[src/rtl/nib_pkg.sv]
package nib_pkg;
  localparam int NIB_W     = 4;
  localparam int BYTE_W    = 8;
  localparam int HOLD_NIBS = 4;
  localparam int HOLD_W    = NIB_W * HOLD_NIBS;
  localparam int MEM_NIBS  = BYTE_W / NIB_W;
  localparam int MADR_W    = 10;
  localparam int PHI_W     = MADR_W - 2 * NIB_W;
  localparam int OP_W      = NIB_W - 1;
  localparam logic [BYTE_W-1:0] RB_FILL = 8'hCA;

  localparam logic [NIB_W-1:0] ADR_ALO  = 4'h6;
  localparam logic [NIB_W-1:0] ADR_AMID = 4'h7;
  localparam logic [NIB_W-1:0] ADR_PTR  = 4'h8;
  localparam logic [NIB_W-1:0] ADR_CMD  = 4'h9;
  localparam logic [NIB_W-1:0] ADR_TMO  = 4'hA;
  localparam logic [NIB_W-1:0] ADR_ASEL = 4'hB;

  // one write enable per live register
  typedef struct packed {
    logic [HOLD_NIBS-1:0] hold;
    logic alo;
    logic amid;
    logic ptr;
    logic cmd;
    logic tmo;
    logic asel;
  } wr_t;

  typedef struct packed {
    logic [HOLD_W-1:0] hold;
    logic [NIB_W-1:0]  alo;
    logic [NIB_W-1:0]  amid;
    logic [NIB_W-1:0]  ptr;
    logic [NIB_W-1:0]  cmd;
    logic [NIB_W-1:0]  tmo;
    logic [NIB_W-1:0]  asel;
    logic [BYTE_W-1:0] mem_last;
  } regs_t;

  function automatic logic [MADR_W-1:0] mem_addr_of(regs_t r);
    return {r.ptr[PHI_W-1:0], r.amid, r.alo};
  endfunction

  function automatic logic [BYTE_W-1:0] rb_pick(regs_t r,
                                                logic [BYTE_W-1:0] temp,
                                                logic [BYTE_W-1:0] bitp);
    logic [BYTE_W-1:0] v;
    case (r.ptr)
      4'h0:    v = r.hold[BYTE_W-1:0];
      4'h1:    v = r.hold[2*BYTE_W-1:BYTE_W];
      4'h2:    v = {r.alo, r.alo};
      4'h3:    v = {r.cmd, r.ptr};
      4'h4:    v = {r.asel, r.tmo};
      4'h5:    v = {r.amid, r.alo};
      4'h6:    v = r.mem_last;
      4'h7:    v = temp;
      4'h8:    v = bitp;
      4'h9:    v = '0;
      default: v = RB_FILL;
    endcase
    return v;
  endfunction
endpackage

[src/rtl/nib_decode.sv]
module nib_decode
  import nib_pkg::*;
(
  input  logic              in_valid,
  input  logic [BYTE_W-1:0] in_byte,
  output wr_t               wr,
  output logic [NIB_W-1:0]  nib,
  output logic              fire_req
);
  logic [NIB_W-1:0] adr;

  always_comb begin
    adr = in_byte[NIB_W-1:0];
    nib = in_byte[BYTE_W-1:NIB_W];
    wr  = '0;
    for (int i = 0; i < HOLD_NIBS; i++)
      wr.hold[i] = in_valid && (adr == NIB_W'(i));
    wr.alo  = in_valid && (adr == ADR_ALO);
    wr.amid = in_valid && (adr == ADR_AMID);
    wr.ptr  = in_valid && (adr == ADR_PTR);
    wr.cmd  = in_valid && (adr == ADR_CMD);
    wr.tmo  = in_valid && (adr == ADR_TMO);
    wr.asel = in_valid && (adr == ADR_ASEL);
    // only the lower half of the command space executes
    fire_req = wr.cmd && !nib[NIB_W-1];
  end
endmodule

[src/rtl/nib_store.sv]
module nib_store
  import nib_pkg::*;
(
  input  logic              clk,
  input  logic              rst_n,
  input  wr_t               wr,
  input  logic [NIB_W-1:0]  nib,
  input  logic              cal_v,
  input  logic [HOLD_W-1:0] cal_d,
  input  logic              mem_v,
  input  logic [BYTE_W-1:0] mem_d,
  output regs_t             regs
);
  logic [HOLD_W-1:0] hold_q;
  logic [NIB_W-1:0]  alo_q, amid_q, ptr_q, cmd_q, tmo_q, asel_q;
  logic [BYTE_W-1:0] mlast_q;

  genvar g;
  generate
    for (g = 0; g < HOLD_NIBS; g++) begin : g_hold
      if (g < MEM_NIBS) begin : g_low
        always_ff @(posedge clk) begin
          if (!rst_n)           hold_q[g*NIB_W +: NIB_W] <= '0;
          else if (cal_v)       hold_q[g*NIB_W +: NIB_W] <= cal_d[g*NIB_W +: NIB_W];
          else if (mem_v)       hold_q[g*NIB_W +: NIB_W] <= mem_d[g*NIB_W +: NIB_W];
          else if (wr.hold[g])  hold_q[g*NIB_W +: NIB_W] <= nib;
        end
      end else begin : g_high
        always_ff @(posedge clk) begin
          if (!rst_n)           hold_q[g*NIB_W +: NIB_W] <= '0;
          else if (cal_v)       hold_q[g*NIB_W +: NIB_W] <= cal_d[g*NIB_W +: NIB_W];
          else if (wr.hold[g])  hold_q[g*NIB_W +: NIB_W] <= nib;
        end
      end
    end
  endgenerate

  always_ff @(posedge clk) begin
    if (!rst_n) begin
      alo_q   <= '0;
      amid_q  <= '0;
      ptr_q   <= '0;
      cmd_q   <= '0;
      tmo_q   <= '0;
      asel_q  <= '0;
      mlast_q <= '0;
    end else begin
      if (wr.alo)  alo_q  <= nib;
      if (wr.amid) amid_q <= nib;
      if (wr.ptr)  ptr_q  <= nib;
      if (wr.cmd)  cmd_q  <= nib;
      if (wr.tmo)  tmo_q  <= nib;
      if (wr.asel) asel_q <= nib;
      if (mem_v)   mlast_q <= mem_d;
    end
  end

  always_comb begin
    regs.hold     = hold_q;
    regs.alo      = alo_q;
    regs.amid     = amid_q;
    regs.ptr      = ptr_q;
    regs.cmd      = cmd_q;
    regs.tmo      = tmo_q;
    regs.asel     = asel_q;
    regs.mem_last = mlast_q;
  end
endmodule

[src/rtl/nib_fire.sv]
module nib_fire
  import nib_pkg::*;
(
  input  logic             clk,
  input  logic             rst_n,
  input  logic             fire_req,
  input  logic [NIB_W-1:0] nib,
  output logic             stb,
  output logic [OP_W-1:0]  op
);
  always_ff @(posedge clk) begin
    if (!rst_n) begin
      stb <= 1'b0;
      op  <= '0;
    end else begin
      stb <= fire_req;
      if (fire_req) op <= nib[OP_W-1:0];
    end
  end
endmodule

[src/rtl/nib_cmd_regfile.sv]
module nib_cmd_regfile
  import nib_pkg::*;
(
  input  logic                clk,
  input  logic                rst_n,
  input  logic                cmd_valid,
  input  logic [BYTE_W-1:0]   cmd_byte,
  input  logic                cal_ret_valid,
  input  logic [HOLD_W-1:0]   cal_ret_data,
  input  logic                mem_ret_valid,
  input  logic [BYTE_W-1:0]   mem_ret_data,
  input  logic [BYTE_W-1:0]   temp_index,
  input  logic [BYTE_W-1:0]   bit_period,
  output logic                exec_stb,
  output logic [OP_W-1:0]     exec_op,
  output logic [HOLD_W-1:0]   hold_word,
  output logic [MADR_W-1:0]   mem_addr,
  output logic [NIB_W-1:0]    cal_sel,
  output logic [NIB_W-1:0]    tmo_code,
  output logic [NIB_W-1:0]    ana_sel,
  output logic [BYTE_W-1:0]   rb_byte
);
  // named internal events for the checker
  wr_t              wr;
  logic [NIB_W-1:0] byte_nib;
  logic             fire_req;
  regs_t            regs;
  logic [NIB_W-1:0] ptr_q;

  nib_decode u_dec (
    .in_valid (cmd_valid),
    .in_byte  (cmd_byte),
    .wr       (wr),
    .nib      (byte_nib),
    .fire_req (fire_req)
  );

  nib_store u_store (
    .clk   (clk),
    .rst_n (rst_n),
    .wr    (wr),
    .nib   (byte_nib),
    .cal_v (cal_ret_valid),
    .cal_d (cal_ret_data),
    .mem_v (mem_ret_valid),
    .mem_d (mem_ret_data),
    .regs  (regs)
  );

  nib_fire u_fire (
    .clk      (clk),
    .rst_n    (rst_n),
    .fire_req (fire_req),
    .nib      (byte_nib),
    .stb      (exec_stb),
    .op       (exec_op)
  );

  always_comb begin
    ptr_q     = regs.ptr;
    hold_word = regs.hold;
    mem_addr  = mem_addr_of(regs);
    cal_sel   = regs.alo;
    tmo_code  = regs.tmo;
    ana_sel   = regs.asel;
    rb_byte   = rb_pick(regs, temp_index, bit_period);
  end
endmodule

[config.mk]
export PLATFORM = sky130hd
export DESIGN_NAME = nib_cmd_regfile
export DESIGN_NICKNAME = d
export VERILOG_FILES = /design/src/rtl/nib_pkg.sv /design/src/rtl/nib_decode.sv /design/src/rtl/nib_store.sv /design/src/rtl/nib_fire.sv /design/src/rtl/nib_cmd_regfile.sv
export SDC_FILE = /design/constraint.sdc
export NUM_CORES = 1
export LEC_CHECK = 0
export ABC_AREA = 1
export BUFFER_PORTS_ARGS = -buffer_cell sky130_fd_sc_hd__buf_2
export CORE_MARGIN = 1
export CORE_UTILIZATION = 45
export CTS_CLUSTER_SIZE = 25
export DETAILED_ROUTE_END_ITERATION = 6
export HOLD_SLACK_MARGIN = 0.15
export PLACE_DENSITY = 0.81
export SLEW_MARGIN = 10
export SYNTH_ARGS = -nofsm -noshare
export SYNTH_HDL_FRONTEND = slang
export SYNTH_SLANG_ARGS = --single-unit
[constraint.sdc]
create_clock -name clk -period 2.3 [get_ports clk]
set_input_delay 0.345 -clock clk [delete_from_list [all_inputs] [get_ports clk]]
set_output_delay 0.345 -clock clk [all_outputs]
set_load 0.1 [all_outputs]
==> flow_summary.ini <==
[outcome]
status = completed

[cts]
cts_buffers = 5
ctsHoldBuffers = 0
ctsHtreeMaxLevel = 2
clock_latency_ps = 300
root_buffer = clkbuf_8
cts.sinks = 52
clockBufferDepth = 2
path_clk_slew_ps = 100
cts_tree = built

[sta]
drv_slew = 0
slew_headroom_pct = 58.6
tightest_slew_ps = 620
post-route-min-period_ps = 2160
fmax_ghz = 0.463
post-route-period-util_pct = 93.9
rsz0062_at_grt = yes
final_hold_viol_count = 0
setup_viol = 0
finClkSkew_ps = 0

[drt]
drt_first_pass_iters = 5
via_per_inst = 5.14
antenna_left = 0
drcViolationCount = 0
drt_wl_total_um = 9260
wire_per_inst_um = 13.8
vias = 3442
drt-initial-drc-count = 274

[synth]
yosys.area.top_type = dfxtp_1
synth_common_cells = nand2_1, nor2_1, nand3_1
synth_cell_types = 19
dominantRegCellSynth = dfxtp_1
async_reset_ff_share_pct = 0
syn_avg_cell_area_sq_um = 6.16
synth-seq-area-share_pct = 32.5
synth-edff-count = 0
synth_seq_cells = 52
synth_top_area_share_pct = 32.5
syn-cell-area_sq_mm = 0.00321
syn-instance-count = 520
yosysWarnings = 0
synth_area_leaders = dfxtp_1, nand2_1, nand3_1
synth.net_count = 573
synth_most_common_cell = nand2_1

[placed_design]
dp_cells = 662
place_area_sq_mm = 0.00359
hpwlAfterDp_um = 7120
io_buffers = 102
gp_congestion = 0.970

[final_layout]
n_fill_cell = 719
area_delta_synth_final_pct = 15.4
fin_area_sq_mm = 0.00370
drive_gt1_share_pct = 22.1
multi_input_area_sq_mm = 0.00167
finalNonFillerCells = 670
diodes = 0
ff_latch_area_sq_mm = 0.00104
finish.net_count = 627

[floorplan]
die_h_um = 86.4
dieArea_sq_mm = 0.00746
start_util_pct = 46.9
die_w_um = 86.4
pin_count = 103
rows = 30
coreArea_sq_mm = 0.00683

[critical_path]
critPathLaunchType = flip-flop
worstRegToRegCells = 2
cp-end-kind = primary output
arrival_ps = 1810
path_max_fanout = 7
path_class = flip-flop to primary output
rrSetupSlack_ps = 1450
worst_ep_required_time_ps = 1960

[global_route]
grt_max_degree = 36
grt_pass1_wl_um = 14400
grt.overflow.total = 0
grt_use_total_pct = 24.8
grt_use_met1_pct = 33.2
grt-busiest-layer = met2
gr-usage-met3_pct = 4.10
use_met2_pct = 39.8
grt_pass1_vias = 2974
antenna_found_initial = 0

[power_and_ir_drop]
peakVddDrop_mv = 0.334
power.switching_uw = 843
power_frac_seq_pct = 45.0
swShare_pct = 38.9
p_comb_share_pct = 32.0
clkPwrFrac_pct = 23.0
leakagePower_uw = 0.00194
powerDensity_mw_per_mm2 = 585
internal-power_uw = 1320

[min_path]
hold_class = input port to flip-flop
min_path_cells = 3

[job]
maxCapViolations = 0
## power groups by stage
stage          Clock, uW  Combinational (uW)  Sequential [uW]
2_1_floorplan          0                 537              982
3_3_place_gp           0                 682              993
3_5_place_dp           0                 688              993
4_1_cts              505                 689              972
5_1_grt              548                 731              978
6_report             497                 693              974
## through the flow
stage	hold WS [ps]	util [%]	setup TNS [ps]	setup WS, ps	power [uW]
after floorplan	441	-	0	271	1520
after global routing	330	54.2	-7.59	-7.59	2260
after global placement	458	52.6	0	449	1680
after CTS	326	53.8	0	47.9	2170
final	333	54.2	0	141	2160
after detailed placement	467	52.6	0	375	1680
## cell families (layout without fill, tap and decap cells)
family | count (synthesis) | after routing | share of synthesized area (%)
and+or+nand+nor | 321 | 322 | 42.9
DFF | 52 | 52 | 32.5
buffers and inverters | 93 | 146 | 16.2
AOI/OAI and AO/OA | 54 | 54 | 8.43
## worst paths after layout
path / from / endpoint
max: u_store.ptr_q[3]$_SDFFE_PN0P_ / rb_byte[6]
min: mem_ret_data[3] / u_store.mlast_q[3]$_SDFFE_PN0P_
max reg2reg: u_store.ptr_q[3]$_SDFFE_PN0P_ / u_store.ptr_q[3]$_SDFFE_PN0P_
min reg2reg: u_store.mlast_q[2]$_SDFFE_PN0P_ / u_store.mlast_q[2]$_SDFFE_PN0P_
## placed cells by master, fill, tap and decap left out, drive strengths merged
cell      Yosys  final
o21ai        33     33
dfxtp        52     52
clkbuf        8      5
and2          1      1
inv          32     32
nor3b         1      1
clkinvlp      0      1
nand2       139    139
nand3        73     73
clkinv        1      2
nand3b        8      8
nor2         99    100
buf          52    106
a21oi        21     21
## per-layer routing
metal	share of wire, %	wire [um]
met1	44	4050
met2	45	4210
met3	7.8	718
met4	3.1	291
met5	0	0
## sequential cells by signal, summed over array words and instances, names as in the netlist
register,cells
u_fire.stb,1
u_store.ptr_q,4
u_store.asel_q,4
u_store.tmo_q,4
u_store.alo_q,4
u_store.regs,16
u_store.mlast_q,8
u_store.cmd_q,4
u_store.amid_q,4
u_fire.op,3
## timing repair
| item | CTS | global route |
|---|---|---|
| endpoints found under the setup margin | 0 | 8 |
| resized for setup | 0 | 5 |
| setup buffers | 0 | 0 |
## worst max-delay path: stages, from the launching register on
cell	delay, ps
dfxtp_1	540
inv_2	120
nor2_4	210
nand2_1	100
nor2_1	130
nor2_1	60
nand3_1	150
buf_12	200
## cell type report
class | instances | area share (%)
multi-input cells | 376 | 45.2
flip-flops and latches | 52 | 28.2
repair buffers | 106 | 17.9
inverters | 33 | 3.35
well taps | 96 | 3.25
clock buffers | 5 | 1.86
clock inverters | 2 | 0.338
No activity file was read; power rests on OpenSTA's default activity.
